**src/rtl/egq_pkg.sv**
```systemverilog
package egq_pkg;
  localparam logic [1:0] SPLIT_ONE  = 2'b00;
  localparam logic [1:0] SPLIT_TWO  = 2'b01;
  localparam logic [1:0] SPLIT_FOUR = 2'b10;

  // number of active lanes for a split code; reserved code folds to one lane
  function automatic int lane_limit(input logic [1:0] code);
    case (code)
      SPLIT_FOUR: return 4;
      SPLIT_TWO:  return 2;
      default:    return 1;
    endcase
  endfunction
endpackage

```
**src/rtl/egq_budget.sv**
```systemverilog
module egq_budget #(
  parameter int CNT_W = 7
) (
  input  logic             clk,
  input  logic             rst_n,
  input  logic [CNT_W-1:0] ratio,
  input  logic             ratio_en,
  input  logic             consume,     // this lane finished a frame
  input  logic             refill,      // a lower lane finished a frame
  input  logic             refill_all,  // global reload
  output logic             avail_o
);
  logic [CNT_W-1:0] fill_val;
  logic [CNT_W-1:0] level_q;
  logic [CNT_W-1:0] level_mid;

  // a zero budget is promoted to one frame
  assign fill_val = (ratio == '0) ? CNT_W'(1) : ratio;

  always_comb begin
    level_mid = level_q;
    if (refill)
      level_mid = fill_val;
    else if (consume && ratio_en && level_q != '0)
      level_mid = level_q - CNT_W'(1);
  end

  assign avail_o = !ratio_en || (level_mid != '0);

  always_ff @(posedge clk) begin
    if (!rst_n)
      level_q <= '0;
    else if (refill_all)
      level_q <= fill_val;
    else
      level_q <= level_mid;
  end
endmodule

```
**src/rtl/egq_pick.sv**
```systemverilog
module egq_pick #(
  parameter int NUM_Q = 4,
  parameter int IDX_W = 2
) (
  input  logic [NUM_Q-1:0] want,
  input  logic [NUM_Q-1:0] avail,
  output logic             found,
  output logic             need_reload,
  output logic [IDX_W-1:0] idx
);
  logic [NUM_Q-1:0] elig;
  logic [NUM_Q-1:0] pool;

  always_comb begin
    elig        = want & avail;
    found       = |want;
    need_reload = found && (elig == '0);
    pool        = need_reload ? want : elig;
    idx         = '0;
    // ascending scan: the highest set lane wins
    for (int i = 0; i < NUM_Q; i++)
      if (pool[i]) idx = IDX_W'(i);
  end
endmodule

```
**src/rtl/egq_sched.sv**
```systemverilog
module egq_sched #(
  parameter int NUM_Q = 4,
  parameter int CNT_W = 7,
  localparam int IDX_W = $clog2(NUM_Q)
) (
  input  logic                   clk,
  input  logic                   rst_n,
  input  logic [NUM_Q-1:0]       q_pending,
  input  logic                   frame_done,
  input  logic [1:0]             cfg_split,
  input  logic [NUM_Q-1:0]       cfg_ratio_en,
  input  logic [NUM_Q*CNT_W-1:0] cfg_ratio,
  output logic                   gnt_valid,
  output logic [NUM_Q-1:0]       gnt_onehot,
  output logic [IDX_W-1:0]       gnt_idx
);
  logic [NUM_Q-1:0] lane_on;
  logic [NUM_Q-1:0] want;
  logic [NUM_Q-1:0] avail;
  logic [NUM_Q-1:0] avail_mux;
  logic             primed_q;
  logic             gnt_valid_q;
  logic [IDX_W-1:0] gnt_idx_q;
  logic             decide;
  logic             done_ev;
  logic             found;
  logic             need_reload;
  logic             refill_all;
  logic [IDX_W-1:0] pick_idx;

  assign decide  = !gnt_valid_q || frame_done;
  assign done_ev = gnt_valid_q && frame_done;
  assign want    = q_pending & lane_on;
  // before the first grant every lane counts as holding budget
  assign avail_mux  = primed_q ? avail : '1;
  assign refill_all = decide && found && (need_reload || !primed_q);

  for (genvar i = 0; i < NUM_Q; i++) begin : g_lane
    assign lane_on[i] = (i < egq_pkg::lane_limit(cfg_split));

    egq_budget #(.CNT_W(CNT_W)) u_budget (
      .clk        (clk),
      .rst_n      (rst_n),
      .ratio      (cfg_ratio[i*CNT_W +: CNT_W]),
      .ratio_en   (cfg_ratio_en[i]),
      .consume    (done_ev && (gnt_idx_q == IDX_W'(i))),
      .refill     (done_ev && (gnt_idx_q <  IDX_W'(i))),
      .refill_all (refill_all),
      .avail_o    (avail[i])
    );

    assign gnt_onehot[i] = gnt_valid_q && (gnt_idx_q == IDX_W'(i));
  end

  egq_pick #(.NUM_Q(NUM_Q), .IDX_W(IDX_W)) u_pick (
    .want        (want),
    .avail       (avail_mux),
    .found       (found),
    .need_reload (need_reload),
    .idx         (pick_idx)
  );

  always_ff @(posedge clk) begin
    if (!rst_n) begin
      gnt_valid_q <= 1'b0;
      gnt_idx_q   <= '0;
      primed_q    <= 1'b0;
    end else if (decide) begin
      gnt_valid_q <= found;
      if (found) gnt_idx_q <= pick_idx;
      if (refill_all) primed_q <= 1'b1;
    end
  end

  assign gnt_valid = gnt_valid_q;
  assign gnt_idx   = gnt_idx_q;
endmodule

```
**config.mk**
```make
export PLATFORM = sky130hd
export DESIGN_NAME = egq_sched
export DESIGN_NICKNAME = d
export VERILOG_FILES = /design/src/rtl/egq_pkg.sv /design/src/rtl/egq_budget.sv /design/src/rtl/egq_pick.sv /design/src/rtl/egq_sched.sv
export SDC_FILE = /design/constraint.sdc
export NUM_CORES = 1
export LEC_CHECK = 0
export CORE_ASPECT_RATIO = 0.75
export CORE_MARGIN = 2
export CORE_UTILIZATION = 55
export CTS_BUF_LIST = sky130_fd_sc_hd__clkbuf_4 sky130_fd_sc_hd__clkbuf_8 sky130_fd_sc_hd__clkbuf_16
export DETAILED_ROUTE_END_ITERATION = 10
export HOLD_SLACK_MARGIN = 0.03
export PLACE_DENSITY_LB_ADDON = 0.3
export SLEW_MARGIN = 20
export SYNTH_ARGS = -nofsm -noshare
export SYNTH_HDL_FRONTEND = slang
export SYNTH_SLANG_ARGS = --single-unit
```
**constraint.sdc**
```tcl
create_clock -name clk -period 4.2 [get_ports clk]
set_input_delay 1.26 -clock clk [delete_from_list [all_inputs] [get_ports clk]]
set_output_delay 1.26 -clock clk [all_outputs]
set_load 0.1 [all_outputs]
```
==> results of run 1 <==
[metrics by stage]
step	setup slack (ps)	cells	hold slack, ps	cell area (um2)
3_3_place_gp	146	528	484	3710
6_report	315	536	511	3820
4_1_cts	354	536	509	3820
5_1_grt	129	536	530	3820
3_5_place_dp	106	528	495	3710
2_1_floorplan	208	399	464	3050
[worst max-delay path by stage]
stage	slack, ps	startpoint	endpoint	cells after the start
4_1_cts	350	cfg_ratio_en[2]	g_lane[1].u_budget.level_q[0]$_SDFF_PN0_	10
3_3_place_gp	150	cfg_ratio_en[1]	g_lane[3].u_budget.level_q[5]$_SDFF_PN0_	12
2_1_floorplan	210	gnt_valid$_SDFFE_PN0N_	gnt_onehot[0]	3
3_5_place_dp	110	cfg_ratio_en[2]	g_lane[1].u_budget.level_q[0]$_SDFF_PN0_	10
6_report	310	cfg_ratio_en[2]	g_lane[1].u_budget.level_q[0]$_SDFF_PN0_	10
5_1_grt	130	frame_done	g_lane[2].u_budget.level_q[2]$_SDFF_PN0_	10
[cell usage after synthesis, types with 4 or more instances]
cell / count / area (um2)
mux2i_1: 21 / 210
clkbuf_1: 12 / 45.0
o221a_2: 6 / 67.6
or3_1: 5 / 31.3
nor3b_1: 4 / 30.0
nor2b_1: 8 / 50.1
o21ai_0: 12 / 60.1
nor4_1: 9 / 56.3
inv_1: 17 / 63.8
nand2b_1: 11 / 68.8
nand3_1: 13 / 65.1
o211a_1: 5 / 50.1
nand2_1: 54 / 203
xnor2_1: 5 / 43.8
nand4_1: 7 / 43.8
a21boi_0: 4 / 30.0
ha_1: 8 / 100
xor2_1: 4 / 35.0
nor2_1: 30 / 113
o211ai_1: 4 / 30.0
a21o_1: 4 / 30.0
dfxtp_1: 32 / 641
o21a_1: 4 / 30.0
a211oi_1: 7 / 52.6
nor3_1: 13 / 65.1
a21oi_1: 18 / 90.1
[routing by layer]
| layer | track usage (%) | share of wire (%) | up-vias |
|---|---|---|---|
| li1 | - | - | 1637 |
| met1 | 38.4 | 46 | 1561 |
| met2 | 52.5 | 45 | 179 |
| met3 | 4.63 | 8.4 | 14 |
| met4 | 5.77 | 0.91 | 0 |
| met5 | 0 | 0 | - |
[cell type report]
type                    instances  area (um2)  area share (%)
multi-input cells             331        2250            58.9
flip-flops and latches         32         641            16.8
clock inverters                 2        35.0           0.917
repair buffers                 73         661            17.3
clock buffers                   6        76.3            2.00
inverters                      17        63.8            1.67
well taps                      75        93.8            2.46
[critical path, stage by stage]
cell             delay [ps]
clkdlybuf4s50_1         520
nand3b_1                170
o311ai_0                450
o311ai_1                210
or4_1                   490
nand3_1                 130
nand3_1                 140
buf_4                   190
o21ai_2                 290
mux2i_1                 240
[power by group through the flow]
stage | registers (W) | clock network (W) | logic [W]
2_1_floorplan | 0.000401 | 0 | 0.000378
3_3_place_gp | 0.000405 | 0 | 0.000532
3_5_place_dp | 0.000406 | 0 | 0.000537
4_1_cts | 0.000399 | 0.000304 | 0.000543
5_1_grt | 0.000409 | 0.000317 | 0.000599
6_report | 0.000402 | 0.000302 | 0.000553
[registers in the layout (all words and copies together), names as in the netlist]
signal / flops
primed_q: 1
g_lane.u_budget.level_q: 28
gnt_idx: 2
gnt_valid: 1
[kinds of logic (layout without fill, tap and decap cells)]
logic type	Yosys count	count (layout)	synth area share, %
AO/OA/AOI/OAI	109	109	28.7
XOR/XNOR	9	9	2.58
adder cells (fa/ha/maj)	8	8	3.28
buffers and inverters	36	98	5.33
flip-flops	32	32	21.0
multiplexers	22	22	7.26
AND/OR/NAND/NOR	183	183	31.8
==> qor.csv, run 1 <==
metric,value,unit
Synth Register Bits,32,
H-tree depth reported by CTS,2,
FP Rows,23,
Flop pwr share,32.0,%
Post-Syn Area,0.00305,mm2
critical path launch point type,primary input,
die area,0.00616,mm2
pin slew with the least headroom to its limit,815,ps
Clock Tree Root,clkbuf_8,
cell-internal power,0.000766,W
initial antenna violation count,0,
fin crit share,92.5,%
n_diodes,0,
Period minus WS final,3890,ps
Setup TNS,0,ps
first-pass GRT wire length,14600,um
Die Ht,68.5,um
CTS tree,done,
most frequent cells in the layout,"nand2_1, clkdlybuf4s50_1, dfxtp_1, buf_4, nor2_1",
critical path class,primary input to flip-flop,
postcts setup bufs,0,
ys flop type,dfxtp_1,
Fillers,471,
"CTS clk-pin slew, worst paths",70,ps
share of layout cells above drive strength 1,13.9,%
Max-Cap Viols,0,
Congestion Overflow GR,0,
CP Max Fanout,5,
Detail Route Antenna Nets,0,
fmax,0.257,GHz
hold path cells,2,
Final nets,509,
number of CTS-inserted buffers,5,
Worst slew margin,45.5,%
largest net degree at the start of global routing,24,
sequential share of the synthesized area,21.0,%
worst reg2reg path depth,11,
initial core utilization,57.0,%
Slew Limit Fails,0,
I/O Pins,48,
Worst VDD drop,0.233,mV
Worst EP required,4400,ps
Die X,90.0,um
Worst Hold Endpoint,g_lane[0].u_budget.level_q[6]$_SDFF_PN0_,
sw frac,39.1,%
Util after Layout,71.4,%
Power Density,329,mW/mm2
CP Capture Type,flip-flop,
Tot Pwr,0.00126,W
Final setup violation count,0,
synthesis-to-layout area growth,25.3,%
maximum root-to-sink buffer count,2,
DRC viols,0,
RSZ-0062 raised after global routing,false,
leakage power,1.53,nW
final WL,9030,um
yosys warns,0,
Tot GR Track Use,29.3,%
Post-Syn Nets,448,
Hold Path Class,flip-flop to flip-flop,
status,"complete, no violations",
Clock power frac,24.0,%
core box area,0.00535,mm2
vias per cell,6.33,
Worst Skew,12.9,ps
Logic pwr share,44.0,%
Post-synth EDFFs,0,
Clock Sinks,32,
Resized cells post-CTS,0,
reg2reg end,g_lane[1].u_budget.level_q[0]$_SDFF_PN0_,
Final Hold Viols,0,
reg2reg start,g_lane[2].u_budget.level_q[0]$_SDFF_PN0_,
"Clk Latency, worst-skew pair",290,ps
hold_buf cts,0,
"commonest non-fill, non-tap cell in the layout",nand2_1,
RePlAce Congestion,0.995,
Sw Pwr,0.000492,W
WL/cell,16.8,um
Worst R2R Setup Slack,870,ps
HP Start,g_lane[0].u_budget.level_q[6]$_SDFF_PN0_,
ys async rst share,0,%
total iterations of the first detailed-routing run,6,
Netlist cell types,72,
number of I/O port buffers,47,
vias in the first global route,3097,
via count,3391,
Post-Synthesis Cells,399,
syn_area_per_cell,7.64,um2
WP data arrival,4090,ps
dpl hpwl,6710,um
Initial DRC Count,297,
No activity file was read; power rests on OpenSTA's default activity.
==> run 2, diff against run 1 <==
--- a/config.mk
+++ b/config.mk
@@ -10,7 +10,6 @@
 export CORE_UTILIZATION = 55
 export CTS_BUF_LIST = sky130_fd_sc_hd__clkbuf_4 sky130_fd_sc_hd__clkbuf_8 sky130_fd_sc_hd__clkbuf_16
 export DETAILED_ROUTE_END_ITERATION = 10
-export HOLD_SLACK_MARGIN = 0.03
 export PLACE_DENSITY_LB_ADDON = 0.3
 export SLEW_MARGIN = 20
 export SYNTH_ARGS = -nofsm -noshare
==> results of run 2 <==
Same layout as run 1: the final DEF is identical, and so are final timing and power.
==> run 3, diff against run 2 <==
--- a/config.mk
+++ b/config.mk
@@ -5,12 +5,11 @@
 export SDC_FILE = /design/constraint.sdc
 export NUM_CORES = 1
 export LEC_CHECK = 0
-export CORE_ASPECT_RATIO = 0.75
 export CORE_MARGIN = 2
 export CORE_UTILIZATION = 55
 export CTS_BUF_LIST = sky130_fd_sc_hd__clkbuf_4 sky130_fd_sc_hd__clkbuf_8 sky130_fd_sc_hd__clkbuf_16
 export DETAILED_ROUTE_END_ITERATION = 10
-export PLACE_DENSITY_LB_ADDON = 0.3
+export PLACE_DENSITY_LB_ADDON = 0.1
 export SLEW_MARGIN = 20
 export SYNTH_ARGS = -nofsm -noshare
 export SYNTH_HDL_FRONTEND = slang
==> qor.csv, run 3 (synthesis results as in run 1) <==
metric,value,unit,change
status,"complete, no violations",,
Largest register FFs,28,,unchanged
CP top delay family,compound AO/OA/AOI/OAI gates,,
Final Hold Viols,0,,unchanged
crit-path cells,clkdlybuf4s50_1 -> buf_4 -> nand4_1 -> o32ai_1 -> o22ai_1 -> nor4_1 -> a41o_1 -> o211a_1 -> a21oi_1 -> o221a_2,,
largest net degree at the start of global routing,32,,+33%
critical path launch point type,primary input,,
hold_buf cts,0,,unchanged
pin slew with the least headroom to its limit,761,ps,-53.3 ps
CTS tree,done,,
Fillers,488,,+3.6%
sw frac,40.6,%,+1.5 points
Final setup violation count,0,,unchanged
CP max stage delay,530,ps,about the same
Worst EP required,4380,ps,-20 ps
"CTS clk-pin slew, worst paths",70,ps,about the same
fmax,0.254,GHz,-1.2%
M1 GR Usage,35.9,%,-2.5 points
Hold Path Class,flip-flop to flip-flop,,
FP Rows,27,,+17%
Worst slew margin,49.2,%,+3.7 points
RSZ-0062 raised after global routing,false,,
Multi-input gate area,0.00225,mm2,unchanged
Worst VDD drop,0.222,mV,-5.0%
Util after Layout,68.1,%,-3.3 points
M3 GR Usage,3.33,%,-1.3 points
via count,3305,,-2.5%
H-tree depth reported by CTS,2,,unchanged
Power Density,320,mW/mm2,-2.7%
core box area,0.00544,mm2,+1.6%
maximum root-to-sink buffer count,2,,unchanged
number of I/O port buffers,47,,unchanged
CP max stage cell,clkdlybuf4s50_1,,
largest register by flop count,g_lane.u_budget.level_q,,
initial antenna violation count,0,,unchanged
fin crit share,93.6,%,+1.1 points
synthesis-to-layout area growth,21.5,%,
Tot Pwr,0.00119,W,-5.7%
final WL,8610,um,-4.6%
Die Ht,78.5,um,+15%
Congestion Overflow GR,0,,unchanged
Min Hold Slack,519,ps,+8.21 ps
"Clk Latency, worst-skew pair",290,ps,about the same
Detail Route Antenna Nets,0,,unchanged
met2 GRT Util,47.0,%,-5.5 points
Clock power frac,21.0,%,-3.0 points
Clock Tree Root,clkbuf_8,,
vias in the first global route,3006,,-2.9%
"commonest non-fill, non-tap cell in the layout",nand2_1,,
first-pass GRT wire length,13800,um,-5.6%
Resized cells post-CTS,0,,unchanged
most used routing layer,met2,,
WL/cell,16.7,um,-1.1%
most frequent cells in the layout,"nand2_1, clkdlybuf4s50_1, dfxtp_1, nor2_1, mux2i_1",,
Setup TNS,0,ps,unchanged
I/O Pins,48,,unchanged
postcts setup bufs,0,,unchanged
Max-Cap Viols,0,,unchanged
Slew Limit Fails,0,,unchanged
n_diodes,0,,unchanged
CP Capture Type,flip-flop,,
Logic pwr share,45.2,%,+1.2 points
WP data arrival,4120,ps,+30 ps
dpl hpwl,6480,um,-3.4%
CP Max Fanout,11,,+6
cell-internal power,0.000704,W,-8.1%
Tot GR Track Use,27.9,%,-1.4 points
vias per cell,6.39,,+1.0%
Flop pwr share,33.8,%,+1.8 points
Final nets,493,,-3.1%
DRC viols,0,,unchanged
Clock Sinks,32,,unchanged
initial core utilization,56.1,%,-0.90 points
critical path class,primary input to flip-flop,,
placed cell area,0.00361,mm2,-2.7%
Sw Pwr,0.000481,W,-2.1%
FF/Latch Area,641,um2,unchanged
Worst Skew,2.31,ps,-10.6 ps
Worst Path Buf+Inv,2,,unchanged
die area,0.00616,mm2,-0.10%
leakage power,1.45,nW,-5.0%
Initial DRC Count,225,,-24%
RePlAce Congestion,0.915,,-8.1%
share of layout cells above drive strength 1,10.8,%,-3.1 points
number of CTS-inserted buffers,5,,unchanged
Period minus WS final,3930,ps,+47.3 ps
total iterations of the first detailed-routing run,4,,-2
fin area,0.00370,mm2,-3.1%
Die X,78.5,um,-13%
-- run 3: path summary, 6_finish.rpt --
check	start	slack [ps]	end	depth (start not counted)
worst max-delay path	frame_done	270	g_lane[3].u_budget.level_q[0]$_SDFF_PN0_	10
worst min-delay path	g_lane[0].u_budget.level_q[6]$_SDFF_PN0_	520	g_lane[0].u_budget.level_q[6]$_SDFF_PN0_	2
worst max register to register	gnt_valid$_SDFFE_PN0N_	990	g_lane[3].u_budget.level_q[0]$_SDFF_PN0_	9
worst min register to register	g_lane[0].u_budget.level_q[6]$_SDFF_PN0_	520	g_lane[0].u_budget.level_q[6]$_SDFF_PN0_	2
-- run 3: stage by stage --
stage | worst slack, ps | std cells
floorplan | 208 | 399
global placement | 136 | 509
detailed placement | 42.5 | 509
CTS | 348 | 517
global route | 116 | 517
finish | 268 | 517
-- run 3: cell type report --
| cell class | instances | share of cell area [%] |
|---|---|---|
| Tap cell | 72 | 2.43 |
| Inverter | 17 | 1.72 |
| Clock inverter | 2 | 0.270 |
| Clock buffer | 6 | 2.23 |
| Sequential cell | 32 | 17.3 |
| Timing Repair Buffer | 57 | 15.3 |
| Multi-Input combinational cell | 331 | 60.8 |
-- run 3: layer usage --
layer  up-vias  share of wire (%)  routed length, um
li1       1601                  -                  -
met1      1559                 45               3830
met2       126                 47               4070
met3        19                5.6                482
met4         0                2.6                225
met5         -                  0                  0
-- run 3: tightest hold or removal path, cell delays in order, from the launching register on --
cell and delay (ps):
dfxtp_1 330, nand3_1 80, mux2i_1 60
-- run 3: power groups by stage --
stage | Sequential, W | Clock [W] | Combinational (W)
global placement | 0.000404 | 0 | 0.000517
CTS | 0.000398 | 0.000253 | 0.000530
detailed placement | 0.000405 | 0 | 0.000526
finish | 0.000401 | 0.000249 | 0.000536
global route | 0.000406 | 0.000265 | 0.000582
floorplan | 0.000401 | 0 | 0.000378
